$ cat config.mk
export PLATFORM = sky130hd
export DESIGN_NAME = scoreboard_ctrl
export DESIGN_NICKNAME = d
export VERILOG_FILES = /design/src/rtl/sbc_pkg.sv /design/src/rtl/sbc_fu_entry.sv /design/src/rtl/sbc_result_table.sv /design/src/rtl/sbc_war_check.sv /design/src/rtl/scoreboard_ctrl.sv
export SDC_FILE = /design/constraint.sdc
export NUM_CORES = 1
export LEC_CHECK = 0
export ABC_AREA = 1
export BUFFER_PORTS_ARGS = -buffer_cell sky130_fd_sc_hd__buf_2
export CORE_UTILIZATION = 40
export DETAILED_ROUTE_END_ITERATION = 12
export PLACE_DENSITY_LB_ADDON = 0.08
export SETUP_SLACK_MARGIN = 0.4
export SKIP_CTS_REPAIR_TIMING = 1
export SLEW_MARGIN = 10
export SYNTH_ARGS = -nofsm -noshare
export SYNTH_HDL_FRONTEND = slang
export SYNTH_SLANG_ARGS = --single-unit
export TNS_END_PERCENT = 100
$ cat constraint.sdc
create_clock -name clk_i -period 2.13 [get_ports clk_i]
set_input_delay 0.426 -clock clk_i [delete_from_list [all_inputs] [get_ports clk_i]]
set_output_delay 0.426 -clock clk_i [all_outputs]
set_load 0.01 [all_outputs]
$ cat src/rtl/sbc_pkg.sv
package sbc_pkg;
  localparam int NUM_FU = 5;
  localparam int FU_W   = 3;
  localparam int TAGS   = 1 << FU_W;

  typedef enum logic [1:0] {
    ST_IDLE = 2'd0,
    ST_RO   = 2'd1,
    ST_EX   = 2'd2,
    ST_WB   = 2'd3
  } fu_st_e;
endpackage

$ cat src/rtl/sbc_fu_entry.sv
module sbc_fu_entry
  import sbc_pkg::*;
#(
  parameter int REG_W = 5,
  parameter int LAT   = 1,
  localparam int CNT_W = $clog2(LAT + 1)
) (
  input  logic             clk_i,
  input  logic             rst_ni,
  input  logic             issue_i,
  input  logic [REG_W-1:0] dst_i,
  input  logic [REG_W-1:0] src1_i,
  input  logic [REG_W-1:0] src2_i,
  input  logic             rdy1_i,
  input  logic             rdy2_i,
  input  logic [FU_W-1:0]  q1_i,
  input  logic [FU_W-1:0]  q2_i,
  input  logic [TAGS-1:0]  wb_all_i,
  input  logic             war_blk_i,
  output logic             busy_o,
  output logic             in_ro_o,
  output logic [REG_W-1:0] dst_o,
  output logic [REG_W-1:0] src1_o,
  output logic [REG_W-1:0] src2_o,
  output logic             rdy1_o,
  output logic             rdy2_o,
  output logic             rd_o,
  output logic             cmpl_o,
  output logic             wb_o
);
  fu_st_e           st_q;
  logic [CNT_W-1:0] cnt_q;
  logic [FU_W-1:0]  q1_q, q2_q;

  assign busy_o  = (st_q != ST_IDLE);
  assign in_ro_o = (st_q == ST_RO);
  assign rd_o    = in_ro_o && rdy1_o && rdy2_o;
  assign cmpl_o  = (st_q == ST_EX) && (cnt_q == CNT_W'(1));
  assign wb_o    = (st_q == ST_WB) && !war_blk_i;

  always_ff @(posedge clk_i or negedge rst_ni) begin
    if (!rst_ni) begin
      st_q   <= ST_IDLE;
      cnt_q  <= '0;
      dst_o  <= '0;
      src1_o <= '0;
      src2_o <= '0;
      rdy1_o <= 1'b0;
      rdy2_o <= 1'b0;
      q1_q   <= '0;
      q2_q   <= '0;
    end else begin
      case (st_q)
        ST_IDLE: if (issue_i) begin
          st_q   <= ST_RO;
          dst_o  <= dst_i;
          src1_o <= src1_i;
          src2_o <= src2_i;
          rdy1_o <= rdy1_i;
          rdy2_o <= rdy2_i;
          q1_q   <= q1_i;
          q2_q   <= q2_i;
        end
        ST_RO: begin
          if (rd_o) begin
            st_q  <= ST_EX;
            cnt_q <= CNT_W'(LAT);
          end else begin
            // producer wrote this cycle: readable from next cycle
            if (!rdy1_o && wb_all_i[q1_q]) rdy1_o <= 1'b1;
            if (!rdy2_o && wb_all_i[q2_q]) rdy2_o <= 1'b1;
          end
        end
        ST_EX: begin
          if (cnt_q == CNT_W'(1)) st_q <= ST_WB;
          else cnt_q <= cnt_q - CNT_W'(1);
        end
        ST_WB: if (!war_blk_i) st_q <= ST_IDLE;
        default: st_q <= ST_IDLE;
      endcase
    end
  end
endmodule

$ cat src/rtl/sbc_result_table.sv
module sbc_result_table
  import sbc_pkg::*;
#(
  parameter int NREG  = 32,
  parameter int REG_W = 5
) (
  input  logic             clk_i,
  input  logic             rst_ni,
  input  logic             set_i,
  input  logic [REG_W-1:0] set_reg_i,
  input  logic [FU_W-1:0]  set_tag_i,
  input  logic [TAGS-1:0]  wb_all_i,
  output logic [NREG-1:0]  pend_o,
  output logic [FU_W-1:0]  tag_o [NREG]
);
  for (genvar r = 0; r < NREG; r++) begin : g_reg
    always_ff @(posedge clk_i or negedge rst_ni) begin
      if (!rst_ni) begin
        pend_o[r] <= 1'b0;
        tag_o[r]  <= '0;
      end else if (set_i && (set_reg_i == REG_W'(r))) begin
        pend_o[r] <= 1'b1;
        tag_o[r]  <= set_tag_i;
      end else if (pend_o[r] && wb_all_i[tag_o[r]]) begin
        pend_o[r] <= 1'b0;
      end
    end
  end
endmodule

$ cat src/rtl/sbc_war_check.sv
module sbc_war_check
  import sbc_pkg::*;
#(
  parameter int REG_W = 5
) (
  input  logic [NUM_FU-1:0] in_ro_i,
  input  logic [NUM_FU-1:0] rdy1_i,
  input  logic [NUM_FU-1:0] rdy2_i,
  input  logic [REG_W-1:0]  dst_i  [NUM_FU],
  input  logic [REG_W-1:0]  src1_i [NUM_FU],
  input  logic [REG_W-1:0]  src2_i [NUM_FU],
  output logic [NUM_FU-1:0] blk_o
);
  for (genvar f = 0; f < NUM_FU; f++) begin : g_wr
    logic [NUM_FU-1:0] hit;
    for (genvar g = 0; g < NUM_FU; g++) begin : g_rd
      if (g == f) begin : g_self
        assign hit[g] = 1'b0;
      end else begin : g_other
        // reader still owes a read of the old value
        assign hit[g] = in_ro_i[g] &&
                        ((rdy1_i[g] && (src1_i[g] == dst_i[f])) ||
                         (rdy2_i[g] && (src2_i[g] == dst_i[f])));
      end
    end
    assign blk_o[f] = |hit;
  end
endmodule

$ cat src/rtl/scoreboard_ctrl.sv
module scoreboard_ctrl
  import sbc_pkg::*;
#(
  parameter int NREG    = 32,
  parameter int LAT_INT = 1,
  parameter int LAT_ADD = 2,
  parameter int LAT_MUL = 5,
  parameter int LAT_DIV = 15,
  parameter int LAT_LD  = 2,
  localparam int REG_W  = $clog2(NREG)
) (
  input  logic              clk_i,
  input  logic              rst_ni,
  input  logic              valid_i,
  input  logic [2:0]        fu_i,
  input  logic [REG_W-1:0]  dst_i,
  input  logic [REG_W-1:0]  src1_i,
  input  logic [REG_W-1:0]  src2_i,
  output logic              grant_o,
  output logic              stall_o,
  output logic [NUM_FU-1:0] busy_o,
  output logic [NUM_FU-1:0] rd_o,
  output logic [NUM_FU-1:0] cmpl_o,
  output logic [NUM_FU-1:0] wb_o
);
  function automatic int lat_of(int f);
    case (f)
      0: return LAT_INT;
      1: return LAT_ADD;
      2: return LAT_MUL;
      3: return LAT_DIV;
      default: return LAT_LD;
    endcase
  endfunction

  logic [NUM_FU-1:0] in_ro, rdy1, rdy2, war_blk, iss;
  logic [REG_W-1:0]  e_dst [NUM_FU];
  logic [REG_W-1:0]  e_s1  [NUM_FU];
  logic [REG_W-1:0]  e_s2  [NUM_FU];
  logic [NREG-1:0]   pend;
  logic [FU_W-1:0]   ptag  [NREG];
  logic [TAGS-1:0]   wb_pad, busy_pad;
  logic              fu_ok, s1_rdy, s2_rdy;

  assign wb_pad   = {{(TAGS-NUM_FU){1'b0}}, wb_o};
  assign busy_pad = {{(TAGS-NUM_FU){1'b0}}, busy_o};
  assign fu_ok    = (fu_i < FU_W'(NUM_FU));

  assign grant_o  = valid_i && fu_ok && !busy_pad[fu_i] && !pend[dst_i];
  assign stall_o  = valid_i && !grant_o;

  // a same-cycle write back counts as available: the read comes later
  assign s1_rdy   = !pend[src1_i] || wb_pad[ptag[src1_i]];
  assign s2_rdy   = !pend[src2_i] || wb_pad[ptag[src2_i]];

  for (genvar f = 0; f < NUM_FU; f++) begin : g_fu
    assign iss[f] = grant_o && (fu_i == FU_W'(f));
    sbc_fu_entry #(
      .REG_W (REG_W),
      .LAT   (lat_of(f))
    ) u_entry (
      .clk_i     (clk_i),
      .rst_ni    (rst_ni),
      .issue_i   (iss[f]),
      .dst_i     (dst_i),
      .src1_i    (src1_i),
      .src2_i    (src2_i),
      .rdy1_i    (s1_rdy),
      .rdy2_i    (s2_rdy),
      .q1_i      (ptag[src1_i]),
      .q2_i      (ptag[src2_i]),
      .wb_all_i  (wb_pad),
      .war_blk_i (war_blk[f]),
      .busy_o    (busy_o[f]),
      .in_ro_o   (in_ro[f]),
      .dst_o     (e_dst[f]),
      .src1_o    (e_s1[f]),
      .src2_o    (e_s2[f]),
      .rdy1_o    (rdy1[f]),
      .rdy2_o    (rdy2[f]),
      .rd_o      (rd_o[f]),
      .cmpl_o    (cmpl_o[f]),
      .wb_o      (wb_o[f])
    );
  end

  sbc_war_check #(.REG_W(REG_W)) u_war (
    .in_ro_i (in_ro),
    .rdy1_i  (rdy1),
    .rdy2_i  (rdy2),
    .dst_i   (e_dst),
    .src1_i  (e_s1),
    .src2_i  (e_s2),
    .blk_o   (war_blk)
  );

  sbc_result_table #(.NREG(NREG), .REG_W(REG_W)) u_rtab (
    .clk_i     (clk_i),
    .rst_ni    (rst_ni),
    .set_i     (grant_o),
    .set_reg_i (dst_i),
    .set_tag_i (fu_i),
    .wb_all_i  (wb_pad),
    .pend_o    (pend),
    .tag_o     (ptag)
  );
endmodule

==> impl_metrics.toml, run 1 <==
[placed_design]
dpl.hpwl_mm = 61.0
port_buffers = 42
gp_congestion = 0.982
dp_slack_ps = -869

[floorplan]
coreArea_sq_um = 46800
die_h_um = 220
rows = 79
die_area_sq_um = 48500
die_x_um = 220
ios = 43
start_util = 0.407

[timing]
fmax_mhz = 343
period_minus_slack_ps = 2910
rsz0062_at_grt = "yes"
fin_worst_skew_ps = 23.5
relSlewSlack = 0.629
hold-worst-slack_ps = 340
slew_violations = 0
final_hold_viol_count = 0
tightestPinTransition_ps = 550
setup_tns_ps = -95410
finalCritPeriodShare = 1.37
setup_viol = 267
setup_ws_ps = -782

[synth]
syn_avg_cell_area_sq_um = 6.46
netlist_area_sq_um = 19000
yosysUniqueCellTypes = 45
yosys_warnings = 0
synthesis.nets = 2995
yosys-top-cells-count = "nand2_1 (852), o21ai_0 (367), inv_1 (290), nor2_1 (274), dfrtp_1 (265)"
synth.area.top_cells = "dfrtp_1 (35%), nand2_1 (17%), o21ai_0 (9.6%)"
synth_area_leader_cell = "dfrtp_1"
synthFlopType = "dfrtp_1"
synth_most_common_cell = "nand2_1"
async_flop_share = 1.00
seq_area_frac_synth = 0.348
post-synth-top-area-fraction = 0.348
syn_inst = 2947
synth-edff-count = 0
synth_seq_cells = 265

[final_layout]
fin_util = 0.599
nets = 3447
syn_to_final_growth_pct = 47.0
n_antenna_cell = 0
drive_above_1_share = 0.330

[setup_path]
worstPathRequired_ps = 1700
worstPathArrival_ps = 2490
critical_path_class = "flip-flop to output pin"
crit_path_end_kind = "output pin"
crit_path_start_kind = "flip-flop"
crit_fanout = 6

[drt]
wl_per_cell_um = 22.2
vias = 22800
drc = 1
final_antenna_net_count = 0
drtPass1Iterations = 10
drt_iter0_drc = 2207
routed_wl_mm = 89.7
via_per_inst = 5.66

[clock_tree]
cts.clk_slew.worst_paths_ps = 70
h-tree-depth = 2
cts_tree = "built"
clk_latency_ps = 580
cts_buffer_depth = 3
cts_made_buffers = 35
clock_sinks = 265
cts-root-buf = "clkbuf_16"

[power]
power_density_nw_per_um2 = 1390
combPwrFrac = 0.621
intPower_mw = 21.1
power_switching_mw = 18.0
p_seq_frac = 0.217
peakVddDrop_v = 0.000758
p_leak_nw = 13.4
power.total_mw = 39.0
switching_share = 0.461
clkPwrFrac = 0.161

[grt]
antenna_found_initial = 0
grt_pass1_wl_mm = 123
track_usage = 0.339
grt-ovfl-total = 0
grt_max_degree = 58
first_global_vias = 20300

[job]
max-cap-violations = 0

[status]
status = "complete, but fails checks"
violations = "DRC, setup timing"

[min_path]
hold_class = "input pin to flip-flop"
state kept, by name (all words and copies together), names as in the netlist:
signal,flops
g_fu.u_entry.q2_q,15
u_rtab.tag_o,96
g_fu.u_entry.dst_o,25
g_fu.u_entry.st_q,10
g_fu.u_entry.cnt_q,12
g_fu.u_entry.rdy2_o,5
g_fu.u_entry.q1_q,15
u_rtab.pend_o,32
g_fu.u_entry.src1_o,25
g_fu.u_entry.rdy1_o,5
g_fu.u_entry.src2_o,25
per-stage QoR:
step / cells / cell area [sq um]
finish: 4030 / 28000
global route: 4030 / 28000
CTS: 3917 / 24300
detailed placement: 3856 / 23200
global placement: 3856 / 23200
floorplan: 2947 / 19500
layout make-up:
cell class	instances	area [sq um]
well taps	607	759
multi-input cells	2218	12400
fillers	4310	18800
clock inverters	14	149
repair inverters	3	22.5
clock buffers	47	1030
flip-flops and latches	265	6660
inverters	305	1250
repair buffers	571	5690
routing by layer:
| metal | vias up | routed length, um | global-route usage |
|---|---|---|---|
| li1 | 10600 | - | - |
| met4 | 0 | 4880 | 0.158 |
| met1 | 10900 | 36300 | 0.449 |
| met2 | 1086 | 42100 | 0.553 |
| met5 | - | 0 | 0 |
| met3 | 272 | 6410 | 0.0400 |
cell families (layout without fill, tap and decap cells):
kind of cell / count (synthesis) / after routing / share of synthesized area
xor+xnor: 17 / 17 / 0.00782
buf+inv: 464 / 940 / 0.104
simple gates: 1494 / 1494 / 0.333
flops: 265 / 265 / 0.348
fa+ha+maj: 27 / 27 / 0.0177
compound gates: 680 / 680 / 0.189
critical path: stages, from the launching register on:
cell and delay (ps):
dfrtp_1 410, clkinvlp_4 300, buf_6 220, nand2_1 40, o21ai_1 60, nor2_1 120
nand3_1 90, nand2_1 110, nand2_1 70, nand2_2 120, nor2_4 70, nand2_4 110
inv_8 60, buf_6 120
cells in the final DEF, fill, tap and decap left out, drive strengths merged, types with 2 or more instances in the layout:
cell type,count
clkbuf,65
nor2,283
nand4,36
or2,5
o21bai,12
a211oi,6
nor3,30
bufinv,3
clkinv,17
xor2,17
nand2,879
o22ai,7
a21oi,147
inv,298
o211ai,21
a31oi,22
nand3,259
o21ai,446
ha,27
dfrtp,265
buf,552
clkinvlp,4
a22oi,14
a221oi,2
power groups by stage:
stage | registers [mW] | clock network, mW | logic (mW)
final | 8.47 | 6.30 | 24.3
after global routing | 8.64 | 6.54 | 26.0
after CTS | 8.18 | 6.35 | 18.9
after detailed placement | 8.24 | 0 | 18.8
after global placement | 8.21 | 0 | 18.6
after floorplan | 7.75 | 0 | 10.8
path summary, 6_finish.rpt:
| kind | start | endpoint | slack, ps | cells past startpoint |
|---|---|---|---|---|
| max | g_fu[4].u_entry.dst_o[3] | wb_o[4] | -780 | 13 |
| max reg2reg | g_fu[1].u_entry.st_q[1] | g_fu[1].u_entry.rdy2_o | -570 | 18 |
| min | dst_i[3] | g_fu[2].u_entry.dst_o[3] | 340 | 4 |
| min in group asynchronous | rst_ni | g_fu[0].u_entry.src1_o[0] | 350 | 2 |
| max in group asynchronous | rst_ni | u_rtab.tag_o[38] | 1060 | 3 |
| min reg2reg | g_fu[4].u_entry.cnt_q[0] | g_fu[4].u_entry.cnt_q[0] | 500 | 1 |
Note: power is estimated with default switching activity, not from simulation.
==> inputs of run 2 (changes only) <==
Settings changed: SYNTH_HIERARCHICAL set to 1.
==> impl_metrics.toml, run 2 <==
[final_layout]
n_antenna_cell = 0
design_area_sq_um = 29400
multiInputGateArea_sq_um = 13700
largest_reg_flops = 96
top_regs = "u_rtab/tag_o (96), u_rtab/pend_o (32)"
fin_util = 0.572
nets = 4069
syn_to_final_growth_pct = 41.2
ff_latch_area_sq_um = 6650
drive_above_1_share = 0.261
top_register = "u_rtab/tag_o"
fillCellCount = 5057
layout_common_cells = "nand2_1 (1,555), buf_4 (423), nand3_1 (407), dfrtp_1 (249), nor2_1 (209)"
layout_commonest_cell = "nand2_1"

[power]
combPwrFrac = 0.635
power_density_nw_per_um2 = 1380
p_leak_nw = 15.4
switching_share = 0.474
intPower_mw = 21.4
power_switching_mw = 19.2
clkPwrFrac = 0.157
p_seq_frac = 0.208
peakVddDrop_v = 0.000654

[synth]
synthSimpleGateAreaFrac = 0.494
synth_mux_area_frac = 0
synth.area.top_cells = "dfrtp_1 (32%), nand2_1 (31%), nand3_1 (11%)"
synth_xor_area_frac = 0.00126
syn_inst = 3478
synthFlopType = "dfrtp_1"
seq_area_frac_synth = 0.318
synthAdderAreaFrac = 0.0168
yosys_warnings = 6
async_flop_share = 1.00
synth_top_family_by_area = "simple AND/OR/NAND/NOR gates"
syn_avg_cell_area_sq_um = 5.99
yosysUniqueCellTypes = 45
post-synth-top-area-fraction = 0.318
synth-compound-area-share = 0.0784
synth_area_leader_cell = "dfrtp_1"
synth_seq_cells = 265
synth-edff-count = 0
yosys-top-cells-count = "nand2_1 (1,693), nand3_1 (454), dfrtp_1 (265), inv_1 (241), nor2_1 (223)"
synth_most_common_cell = "nand2_1"
netlist_area_sq_um = 20800

[drt]
wl_per_cell_um = 21.3
final_antenna_net_count = 0
drtPass1Iterations = 6
routed_wl_mm = 101
vias = 25700
drt_iter0_drc = 2695
via_per_inst = 5.45
drc = 0

[placed_design]
dp_slack_ps = -570
port_buffers = 42
dpl.hpwl_mm = 72.1
placed_cell_area_sq_um = 25900
gp_congestion = 1.03

[job]
max-cap-violations = 0

[setup_path]
crit_start = "g_fu[1].u_entry/dst_o[0]"
cp_slowest_cell = "dfrtp_1"
crit_fanout = 8
cp.depth = 14
r2r-end = "g_fu[3].u_entry/st_q[0]"
reg2reg_slack_ps = -510
crit_end = "wb_o[1]"
critical_path.max_stage_delay_ps = 430
r2r_cells = 16
crit_buf_inv = 5
crit_path_start_kind = "flip-flop"
worstPathArrival_ps = 2330
cp_common_cell = "nand2_2"
path_cells = "buf_12 -> inv_6 -> nand2_1 -> nand2_1 -> nor2_1 -> nand3_1 -> nand2_2 -> nand2_2 -> nand2_2 -> inv_2 -> nand2_4 -> nor2_4 -> buf_6 -> buf_6"
worstReg2RegStart = "g_fu[0].u_entry/st_q[0]"
critical_path_class = "flip-flop to output pin"
crit_path_end_kind = "output pin"
worstPathRequired_ps = 1700
cp_top_family = "simple AND/OR/NAND/NOR gates"

[status]
status = "complete, but fails checks"
violations = "setup timing"

[timing]
fmax_mhz = 363
relSlewSlack = 0.668
rsz0062_at_grt = "yes"
period_minus_slack_ps = 2760
setup_ws_ps = -626
finalCritPeriodShare = 1.29
setup_viol = 268
tightestPinTransition_ps = 493
fin_worst_skew_ps = 28.0
slew_violations = 0
final_hold_viol_count = 0

[floorplan]
die_area_sq_um = 53000
start_util = 0.405
die_x_um = 230
coreArea_sq_um = 51400
rows = 83
ios = 43
die_h_um = 230

[grt]
grt_max_degree = 58
track_usage = 0.363
first_global_vias = 24300
grt_pass1_wl_mm = 146
grt-ovfl-total = 0
antenna_found_initial = 4

[clock_tree]
clk_latency_ps = 560
clock_sinks = 265
cts-root-buf = "clkbuf_16"
cts.clk_slew.worst_paths_ps = 60
cts_made_buffers = 36
h-tree-depth = 2
cts_buffer_depth = 3
cts_tree = "built"

[min_path]
hold_class = "input pin to flip-flop"
==> run 2: worst min path at each step <==
stage,to,start,cells after the start,slack (ps)
floorplan,g_fu[0].u_entry/cnt_q,rst_ni,0,130
global placement,g_fu[3].u_entry/src2_o[0],rst_ni,1,350
detailed placement,g_fu[3].u_entry/src2_o[0],rst_ni,1,350
CTS,g_fu[3].u_entry/src2_o[0],rst_ni,1,-240
global route,g_fu[2].u_entry/src1_o[4],src1_i[4],4,330
finish,g_fu[2].u_entry/src1_o[4],src1_i[4],4,330
==> run 2: layout make-up <==
class | instances | share of cell area
inverters | 285 | 0.0427
repair inverters | 2 | 0.000468
clock inverters | 10 | 0.00527
repair buffers | 599 | 0.196
clock buffers | 52 | 0.0358
flip-flops and latches | 265 | 0.226
well taps | 680 | 0.0289
multi-input cells | 2831 | 0.465
==> run 2: worst register-to-register path, cell delays in order (launching register included) <==
cell and delay [ps]:
dfrtp_1 400, inv_2 90, ha_4 150, inv_4 30, a22oi_2 160, a31oi_1 90
nor2_1 140, buf_4 190, nand3_4 130, nor3_1 320, buf_4 180, buf_4 90
nor2_1 50, a211oi_2 270, nand2_2 100, nand2_1 70, o21ai_1 50
==> run 2: cells by family (layout without fill, tap and decap cells) <==
family | after synthesis | count (layout)
other cells | 1 | 33
fa+ha+maj | 28 | 28
compound gates | 290 | 290
xor+xnor | 3 | 3
buf+inv | 414 | 948
flops | 265 | 265
simple gates | 2477 | 2477
==> run 2: per-stage QoR <==
| step | power (mW) | instances | hold slack (ps) | TNS [ps] |
|---|---|---|---|---|
| final | 40.6 | 4724 | 328 | -97820 |
| after global routing | 43.0 | 4724 | 330 | -127770 |
| after CTS | 36.6 | 4657 | -237 | -97150 |
| after detailed placement | 30.1 | 4595 | 352 | -102780 |
| after global placement | 29.7 | 4595 | 350 | -101670 |
| after floorplan | 20.5 | 3510 | 130 | 0 |
==> run 2: routing by layer <==
layer,up-vias,track usage,wire length [um]
li1,12100,-,-
met1,12100,0.442,39200
met2,1216,0.602,47100
met3,349,0.0517,7480
met4,2,0.232,6940
met5,-,0,12
==> run 2: power groups by stage <==
stage,clock [mW],sequential [mW],combinational (mW)
after global placement,0,8.31,21.4
after detailed placement,0,8.36,21.7
after CTS,6.50,8.29,21.8
final,6.39,8.42,25.8
after global routing,6.69,8.58,27.7
after floorplan,0,7.98,12.5
